## src/rtl/sb_pkg.sv

```systemverilog
// Shared types for the ordered store queue.
// Assumes a single core-side requester with one non-store request in flight.
package sb_pkg;
    typedef enum logic [1:0] {
        OP_LOAD  = 2'b00,
        OP_STORE = 2'b01,
        OP_FENCE = 2'b10,
        OP_SWAP  = 2'b11
    } sb_op_e;

    typedef enum logic [2:0] {
        S_IDLE,
        S_LD_RD,
        S_LD_WAIT,
        S_FENCE,
        S_SW_DRAIN,
        S_SW_RD,
        S_SW_WAIT,
        S_SW_WR
    } sb_state_e;
endpackage

```

## src/rtl/sb_fifo.sv

```systemverilog
// Circular queue of pending stores. Every slot is exposed for the forwarding
// search. Assumes DEPTH is a power of two, at least 2. Push when full and pop
// when empty are ignored.
module sb_fifo #(
    parameter int DEPTH  = 8,
    parameter int ADDR_W = 8,
    parameter int DATA_W = 32,
    parameter int PTR_W  = $clog2(DEPTH),
    parameter int CNT_W  = $clog2(DEPTH + 1)
) (
    input  logic              clk,
    input  logic              rst_n,
    input  logic              push,
    input  logic [ADDR_W-1:0] push_addr,
    input  logic [DATA_W-1:0] push_data,
    input  logic              pop,
    output logic [ADDR_W-1:0] slot_addr [DEPTH],
    output logic [DATA_W-1:0] slot_data [DEPTH],
    output logic [PTR_W-1:0]  head_ptr,
    output logic [CNT_W-1:0]  occ,
    output logic              full,
    output logic              empty,
    output logic [ADDR_W-1:0] head_addr,
    output logic [DATA_W-1:0] head_data
);
    logic [PTR_W-1:0] tail_q;
    logic [PTR_W-1:0] head_q;
    logic [CNT_W-1:0] occ_q;
    logic             do_push;
    logic             do_pop;

    // Qualify push and pop against occupancy.
    always_comb begin
        do_push = push && (occ_q != CNT_W'(DEPTH));
        do_pop  = pop && (occ_q != '0);
    end

    // Write the incoming store into the tail slot.
    always_ff @(posedge clk) begin
        if (!rst_n) begin
            for (int i = 0; i < DEPTH; i++) begin
                slot_addr[i] <= '0;
                slot_data[i] <= '0;
            end
        end else if (do_push) begin
            slot_addr[tail_q] <= push_addr;
            slot_data[tail_q] <= push_data;
        end
    end

    // Advance the pointers and track occupancy.
    always_ff @(posedge clk) begin
        if (!rst_n) begin
            head_q <= '0;
            tail_q <= '0;
            occ_q  <= '0;
        end else begin
            if (do_push) tail_q <= tail_q + 1'b1;
            if (do_pop)  head_q <= head_q + 1'b1;
            case ({do_push, do_pop})
                2'b10:   occ_q <= occ_q + 1'b1;
                2'b01:   occ_q <= occ_q - 1'b1;
                default: occ_q <= occ_q;
            endcase
        end
    end

    // Status and the oldest entry.
    always_comb begin
        head_ptr  = head_q;
        occ       = occ_q;
        full      = (occ_q == CNT_W'(DEPTH));
        empty     = (occ_q == '0);
        head_addr = slot_addr[head_q];
        head_data = slot_data[head_q];
    end
endmodule

```

## src/rtl/sb_fwd.sv

```systemverilog
// Address match over the live queue slots. The newest match supplies the data.
// Slots are scanned by age, counted from the head, so later (younger) hits win.
module sb_fwd #(
    parameter int DEPTH  = 8,
    parameter int ADDR_W = 8,
    parameter int DATA_W = 32,
    parameter int PTR_W  = $clog2(DEPTH),
    parameter int CNT_W  = $clog2(DEPTH + 1)
) (
    input  logic [ADDR_W-1:0] slot_addr [DEPTH],
    input  logic [DATA_W-1:0] slot_data [DEPTH],
    input  logic [PTR_W-1:0]  head_ptr,
    input  logic [CNT_W-1:0]  occ,
    input  logic [ADDR_W-1:0] look_addr,
    output logic              hit,
    output logic [DATA_W-1:0] fwd_data
);
    logic [DEPTH-1:0]  age_match;
    logic [DATA_W-1:0] age_data [DEPTH];

    // One comparator per age position.
    for (genvar g = 0; g < DEPTH; g++) begin : g_age
        logic [PTR_W-1:0] idx;
        assign idx          = head_ptr + PTR_W'(g);
        assign age_match[g] = (CNT_W'(g) < occ) && (slot_addr[idx] == look_addr);
        assign age_data[g]  = slot_data[idx];
    end

    // Priority select: the youngest matching age wins.
    always_comb begin
        hit      = 1'b0;
        fwd_data = '0;
        for (int k = 0; k < DEPTH; k++) begin
            if (age_match[k]) begin
                hit      = 1'b1;
                fwd_data = age_data[k];
            end
        end
    end
endmodule

```

## src/rtl/sb_ctrl.sv

```systemverilog
// Request sequencer: it accepts core requests, answers forwarded loads, and runs
// load misses, fences and atomic swaps. Assumes the memory read response arrives
// after its request is accepted, and that ctrl_mem_ready is only high while
// this module owns the memory port.
module sb_ctrl
    import sb_pkg::*;
#(
    parameter int ADDR_W = 8,
    parameter int DATA_W = 32
) (
    input  logic              clk,
    input  logic              rst_n,
    input  logic              req_valid,
    output logic              req_ready,
    input  logic [1:0]        req_op,
    input  logic [ADDR_W-1:0] req_addr,
    input  logic [DATA_W-1:0] req_wdata,
    output logic              rsp_valid,
    output logic [DATA_W-1:0] rsp_rdata,
    input  logic              buf_full,
    input  logic              buf_empty,
    input  logic              fwd_hit,
    input  logic [DATA_W-1:0] fwd_data,
    output logic              push,
    output logic              ctrl_mem_valid,
    output logic              ctrl_mem_we,
    output logic [ADDR_W-1:0] ctrl_mem_addr,
    output logic [DATA_W-1:0] ctrl_mem_wdata,
    input  logic              ctrl_mem_ready,
    input  logic              mem_rsp_valid,
    input  logic [DATA_W-1:0] mem_rsp_rdata
);
    sb_state_e         state_q;
    logic [ADDR_W-1:0] op_addr_q;
    logic [DATA_W-1:0] op_wdata_q;
    logic              accept;
    sb_op_e            op;

    // Core handshake: only idle accepts, and stores also need a free slot.
    always_comb begin
        op        = sb_op_e'(req_op);
        req_ready = (state_q == S_IDLE) && !((op == OP_STORE) && buf_full);
        accept    = req_valid && req_ready;
        push      = accept && (op == OP_STORE);
    end

    // Memory request driven by the sequencer for misses and swaps.
    always_comb begin
        ctrl_mem_valid = (state_q == S_LD_RD) || (state_q == S_SW_RD) ||
                         (state_q == S_SW_WR);
        ctrl_mem_we    = (state_q == S_SW_WR);
        ctrl_mem_addr  = op_addr_q;
        ctrl_mem_wdata = op_wdata_q;
    end

    // Sequencer state, request capture and the response pulse.
    always_ff @(posedge clk) begin
        if (!rst_n) begin
            state_q    <= S_IDLE;
            op_addr_q  <= '0;
            op_wdata_q <= '0;
            rsp_valid  <= 1'b0;
            rsp_rdata  <= '0;
        end else begin
            rsp_valid <= 1'b0;
            case (state_q)
                S_IDLE: begin
                    if (accept) begin
                        op_addr_q  <= req_addr;
                        op_wdata_q <= req_wdata;
                        case (op)
                            OP_LOAD: begin
                                if (fwd_hit) begin
                                    rsp_valid <= 1'b1;
                                    rsp_rdata <= fwd_data;
                                end else begin
                                    state_q <= S_LD_RD;
                                end
                            end
                            OP_FENCE: state_q <= S_FENCE;
                            OP_SWAP:  state_q <= S_SW_DRAIN;
                            default:  state_q <= S_IDLE;
                        endcase
                    end
                end
                S_LD_RD: if (ctrl_mem_ready) state_q <= S_LD_WAIT;
                S_LD_WAIT: begin
                    if (mem_rsp_valid) begin
                        rsp_valid <= 1'b1;
                        rsp_rdata <= mem_rsp_rdata;
                        state_q   <= S_IDLE;
                    end
                end
                S_FENCE: begin
                    if (buf_empty) begin
                        rsp_valid <= 1'b1;
                        state_q   <= S_IDLE;
                    end
                end
                S_SW_DRAIN: if (buf_empty) state_q <= S_SW_RD;
                S_SW_RD: if (ctrl_mem_ready) state_q <= S_SW_WAIT;
                S_SW_WAIT: begin
                    if (mem_rsp_valid) begin
                        rsp_rdata <= mem_rsp_rdata;
                        state_q   <= S_SW_WR;
                    end
                end
                S_SW_WR: begin
                    if (ctrl_mem_ready) begin
                        rsp_valid <= 1'b1;
                        state_q   <= S_IDLE;
                    end
                end
                default: state_q <= S_IDLE;
            endcase
        end
    end
endmodule

```

## src/rtl/tso_store_buffer.sv

```systemverilog
// Top of the ordered store queue. It joins queue, forwarding search and sequencer,
// and shares the memory port between drain writes and sequencer requests.
// Assumes the memory side obeys valid/ready and returns read data with
// mem_rsp_valid in a later cycle.
module tso_store_buffer #(
    parameter int DEPTH  = 8,
    parameter int ADDR_W = 8,
    parameter int DATA_W = 32
) (
    input  logic              clk,
    input  logic              rst_n,
    input  logic              req_valid,
    output logic              req_ready,
    input  logic [1:0]        req_op,
    input  logic [ADDR_W-1:0] req_addr,
    input  logic [DATA_W-1:0] req_wdata,
    output logic              rsp_valid,
    output logic [DATA_W-1:0] rsp_rdata,
    output logic              mem_req_valid,
    input  logic              mem_req_ready,
    output logic              mem_req_we,
    output logic [ADDR_W-1:0] mem_req_addr,
    output logic [DATA_W-1:0] mem_req_wdata,
    input  logic              mem_rsp_valid,
    input  logic [DATA_W-1:0] mem_rsp_rdata,
    output logic              buf_empty
);
    localparam int PTR_W = $clog2(DEPTH);
    localparam int CNT_W = $clog2(DEPTH + 1);

    logic [ADDR_W-1:0] slot_addr [DEPTH];
    logic [DATA_W-1:0] slot_data [DEPTH];
    logic [PTR_W-1:0]  head_ptr;
    logic [CNT_W-1:0]  occ;
    logic              q_full;
    logic              q_empty;
    logic [ADDR_W-1:0] head_addr;
    logic [DATA_W-1:0] head_data;
    logic              push;
    logic              pop;
    logic              fwd_hit;
    logic [DATA_W-1:0] fwd_data;
    logic              ctrl_mem_valid;
    logic              ctrl_mem_we;
    logic [ADDR_W-1:0] ctrl_mem_addr;
    logic [DATA_W-1:0] ctrl_mem_wdata;
    logic              ctrl_mem_ready;
    logic              ctrl_grant;
    logic              drain_valid;
    logic              drain_hold_q;

    sb_fifo #(
        .DEPTH(DEPTH), .ADDR_W(ADDR_W), .DATA_W(DATA_W),
        .PTR_W(PTR_W), .CNT_W(CNT_W)
    ) u_fifo (
        .clk(clk), .rst_n(rst_n),
        .push(push), .push_addr(req_addr), .push_data(req_wdata),
        .pop(pop),
        .slot_addr(slot_addr), .slot_data(slot_data),
        .head_ptr(head_ptr), .occ(occ),
        .full(q_full), .empty(q_empty),
        .head_addr(head_addr), .head_data(head_data)
    );

    sb_fwd #(
        .DEPTH(DEPTH), .ADDR_W(ADDR_W), .DATA_W(DATA_W),
        .PTR_W(PTR_W), .CNT_W(CNT_W)
    ) u_fwd (
        .slot_addr(slot_addr), .slot_data(slot_data),
        .head_ptr(head_ptr), .occ(occ),
        .look_addr(req_addr),
        .hit(fwd_hit), .fwd_data(fwd_data)
    );

    sb_ctrl #(
        .ADDR_W(ADDR_W), .DATA_W(DATA_W)
    ) u_ctrl (
        .clk(clk), .rst_n(rst_n),
        .req_valid(req_valid), .req_ready(req_ready),
        .req_op(req_op), .req_addr(req_addr), .req_wdata(req_wdata),
        .rsp_valid(rsp_valid), .rsp_rdata(rsp_rdata),
        .buf_full(q_full), .buf_empty(q_empty),
        .fwd_hit(fwd_hit), .fwd_data(fwd_data),
        .push(push),
        .ctrl_mem_valid(ctrl_mem_valid), .ctrl_mem_we(ctrl_mem_we),
        .ctrl_mem_addr(ctrl_mem_addr), .ctrl_mem_wdata(ctrl_mem_wdata),
        .ctrl_mem_ready(ctrl_mem_ready),
        .mem_rsp_valid(mem_rsp_valid), .mem_rsp_rdata(mem_rsp_rdata)
    );

    // Port arbitration: a stalled drain keeps the port, otherwise the sequencer wins.
    always_comb begin
        ctrl_grant     = ctrl_mem_valid && !drain_hold_q;
        drain_valid    = !q_empty && (drain_hold_q || !ctrl_mem_valid);
        mem_req_valid  = drain_valid || ctrl_grant;
        mem_req_we     = drain_valid ? 1'b1 : ctrl_mem_we;
        mem_req_addr   = drain_valid ? head_addr : ctrl_mem_addr;
        mem_req_wdata  = drain_valid ? head_data : ctrl_mem_wdata;
        pop            = drain_valid && mem_req_ready;
        ctrl_mem_ready = ctrl_grant && mem_req_ready;
        buf_empty      = q_empty;
    end

    // Remember a drain write that was presented but not yet accepted.
    always_ff @(posedge clk) begin
        if (!rst_n) drain_hold_q <= 1'b0;
        else        drain_hold_q <= drain_valid && !mem_req_ready;
    end
endmodule

```

## config.mk

```make
export PLATFORM = sky130hd
export DESIGN_NAME = tso_store_buffer
export DESIGN_NICKNAME = d
export VERILOG_FILES = /design/src/rtl/sb_pkg.sv /design/src/rtl/sb_fifo.sv /design/src/rtl/sb_fwd.sv /design/src/rtl/sb_ctrl.sv /design/src/rtl/tso_store_buffer.sv
export SDC_FILE = /design/constraint.sdc
export NUM_CORES = 2
export LEC_CHECK = 0
export BUFFER_PORTS_ARGS = -buffer_cell sky130_fd_sc_hd__clkbuf_2
export CORE_MARGIN = 2
export CORE_UTILIZATION = 33
export DETAILED_ROUTE_END_ITERATION = 10
export MAX_ROUTING_LAYER = met4
export PLACE_DENSITY = 0.49
export SYNTH_ARGS = -nofsm -noshare
export SYNTH_HDL_FRONTEND = slang
export SYNTH_SLANG_ARGS = --single-unit
```

## constraint.sdc

```tcl
create_clock -name clk -period 15.6 [get_ports clk]
set_clock_uncertainty 0.1 [all_clocks]
set_input_delay 3.12 -clock clk [delete_from_list [all_inputs] [get_ports clk]]
set_output_delay 3.12 -clock clk [all_outputs]
set_load 0.05 [all_outputs]
```

==> flow_metrics.env <==
export IMPL_synth_nets=3516
export IMPL_pre_cts_slack_ns=8.100
export IMPL_clk_pin_slew_ns=0.06
export IMPL_std_cell_rows=113
export IMPL_hold_viol=0
export IMPL_p_leak_nw=10.88
export IMPL_ioPinCount=156
export IMPL_ir_drop_mv=0.08453
export IMPL_max_freq_ghz=0.1262
export IMPL_synth_largest_area_cell="dfxtp_1"
export IMPL_via_per_inst=5.955
export IMPL_timing_worst_slew_pin_value_ns=1.167
export IMPL_fin_crit_sh=0.5079
export IMPL_gp_congestion=0.8647
export IMPL_area_growth_pct=10.25
export IMPL_post_cts_buffers=0
export IMPL_syn_inst=3430
export IMPL_yosys_top_cells_area="dfxtp_1, mux4_2, nand2_1"
export IMPL_setup_viol=0
export IMPL_antenna_found_initial=2
export IMPL_drive_gt1_frac=0.2299
export IMPL_ant_nets=0
export IMPL_sw_frac_of_total=0.3741
export IMPL_die_h_um=312.3
export IMPL_grt_pass1_wl_mm=181.9
export IMPL_cts_hold_buffers=0
export IMPL_grt_max_degree=144
export IMPL_drt_iter0_markers=2754
export IMPL_final_util=0.3657
export IMPL_cts_tree="done"
export IMPL_synth_xor_area_frac=0.02365
export IMPL_clkPwrFrac=0.364
export IMPL_tns_ns=0
export IMPL_arrival_ns=4.70
export IMPL_cp_max_fo=143
export IMPL_cts_inserted_buffers=52
export IMPL_synth_edf_count=0
export IMPL_internal_power_w=0.002264
export IMPL_synth_seq_cells=407
export IMPL_clkLatencyLatePin_ns=0.63
export IMPL_numPortBuffers=155
export IMPL_crit_type="flop to primary output"
export IMPL_track_usage=0.2545
export IMPL_hp_class="flop to flop"
export IMPL_synth_simple_area_share=0.1683
export IMPL_p_switching_w=0.001354
export IMPL_layout_setup_ws_ns=7.676
export IMPL_syn_area_um2=31370
export IMPL_syn_avg_cell_area_um2=9.146
export IMPL_slew_viol_final=0
export IMPL_p_per_area_nw_per_um2=104.6
export IMPL_fin_nets=3415
export IMPL_ys_seq_area_frac=0.2597
export IMPL_grt_pass1_vias=26160
export IMPL_endpoint_kind="primary output"
export IMPL_start_util=0.3317
export IMPL_dr_pass1_iters=5
export IMPL_ctsResizeCount=0
export IMPL_h_tree_depth=2
export IMPL_period_minus_slack_ns=7.924
export IMPL_core_area_um2=94590
export IMPL_drv_cap=0
export IMPL_worstPathRequired_ns=12.38
export IMPL_clock_sinks=407
export IMPL_synth_ff_type="dfxtp_1"
export IMPL_slew_headroom=0.2218
export IMPL_overflow=0
export IMPL_synth_top_family_by_area="multiplexers"
export IMPL_synth_compound_area_frac=0.1705
export IMPL_num_vias=27620
export IMPL_route_detailed_drc=0
export IMPL_yosysWarnings=0
export IMPL_combPwrFrac=0.325
export IMPL_synth_adder_area_share=0.002792
export IMPL_cts_root_buf="clkbuf_16"
export IMPL_fp_dieW_um=312.3
export IMPL_clockBufferDepth=3
export IMPL_yosysMostFrequentCell="nand2_1"
export IMPL_ys_types=68
export IMPL_grt_setup_unrepaired="false"
export IMPL_synth_area_mux_share=0.3184
export IMPL_netlist_top_cells_count="nand2_1, dfxtp_1, a21boi_0"
export IMPL_wl_per_cell_um=26.61
export IMPL_status="completed"
export IMPL_hpwlAfterDp_mm=73.32
export IMPL_wl_mm=123.4
export IMPL_die_area_um2=97550
export IMPL_critPathLaunchType="flop"
export IMPL_synthArstFlopShare=0
export IMPL_synth_top_area_frac=0.2597
export IMPL_p_seq_frac=0.311
critical path, stage by stage (launching register included):
cell,delay [ns]
dfxtp_4,0.91
buf_12,0.71
buf_4,0.60
mux4_2,0.35
mux2i_1,0.09
o21ai_0,0.78
clkbuf_2,0.42
cells in the final DEF, fill, tap and decap left out, types with 13 or more instances in the layout:
master	n
nor2b_1	17
nand4_1	64
o221ai_1	32
a21oi_1	19
mux4_2	311
a32o_1	32
nor2_1	17
mux2_2	97
dfxtp_1	404
clkbuf_8	15
mux2i_1	181
a221oi_1	21
o21ai_0	109
a21boi_0	366
nand2_1	992
nor3_1	21
nand3b_1	14
a2111oi_0	23
and3_1	17
xor2_1	30
a21bo_2	15
a211o_1	34
a221o_1	15
nor3b_1	31
xnor2_1	49
clkbuf_16	54
inv_1	13
clkbuf_2	154
buf_4	65
layer usage:
layer	GRT usage	part of all wire	vias up
met4	0.08064	0.034	0
met5	-	0	-
met3	0.03650	0.069	233
li1	-	-	12350
met1	0.3382	0.43	13920
met2	0.3998	0.46	1113
power groups by stage:
| stage | Sequential [W] | Clock [W] | Combinational (W) |
|---|---|---|---|
| final | 0.00112 | 0.00132 | 0.00117 |
| after global routing | 0.00113 | 0.00139 | 0.00126 |
| after CTS | 0.00112 | 0.00135 | 0.00118 |
| after detailed placement | 0.00115 | 0 | 0.00118 |
| after global placement | 0.00115 | 0 | 0.00118 |
| after floorplan | 0.00112 | 0 | 0.000882 |
sequential cells by signal, indices dropped and copies added (netlist names), 3 cells and up:
register	flops
u_ctrl.ctrl_mem_wdata	32
u_fifo.slot_data	256
u_ctrl.ctrl_mem_addr	8
u_fifo.head_ptr	3
u_ctrl.state_q	3
u_fifo.occ	4
u_ctrl.rsp_rdata	32
u_fifo.tail_q	3
u_fifo.slot_addr	64
per-stage QoR:
| step | cell area, um^2 | std cells | hold WS, ns | power (W) |
|---|---|---|---|---|
| 2_1_floorplan | 31370 | 3430 | 0.3437 | 0.002001 |
| 3_3_place_gp | 32730 | 4540 | 0.3525 | 0.002325 |
| 3_5_place_dp | 32730 | 4540 | 0.3584 | 0.002327 |
| 4_1_cts | 34580 | 4636 | 0.3665 | 0.003654 |
| 5_1_grt | 34590 | 4638 | 0.3804 | 0.003773 |
| 6_report | 34590 | 4638 | 0.3648 | 0.003618 |
kinds of logic (layout without fill, tap and decap cells):
family / count (synthesis) / count (layout)
and+or+nand+nor: 1240 / 1240
AOI/OAI and AO/OA: 711 / 711
muxes: 592 / 592
DFF: 407 / 407
buffers and inverters: 390 / 331
xor gates and xnor gates: 83 / 83
adders and majority gates: 7 / 7
other: 0 / 2
cell type report:
cell class | instances | area, um^2
multi-input cells | 2633 | 21630
flip-flops and latches | 407 | 8159
diodes | 2 | 5.005
well taps | 1265 | 1583
repair buffers | 222 | 1314
fillers | 9500 | 60000
inverters | 13 | 48.80
clock buffers | 79 | 1595
clock inverters | 17 | 254.0
worst paths after layout:
path	cells after the start	start	slack, ns	to
min reg2reg	2	u_ctrl.ctrl_mem_wdata[6]	0.36	u_ctrl.ctrl_mem_wdata[6]
max reg2reg	12	u_fifo.head_ptr[0]	8.00	u_ctrl.rsp_rdata[9]
max	6	u_fifo.head_ptr[0]	7.68	mem_req_wdata[8]
min	2	u_ctrl.ctrl_mem_wdata[6]	0.36	u_ctrl.ctrl_mem_wdata[6]
No activity file was read; power rests on OpenSTA's default activity.
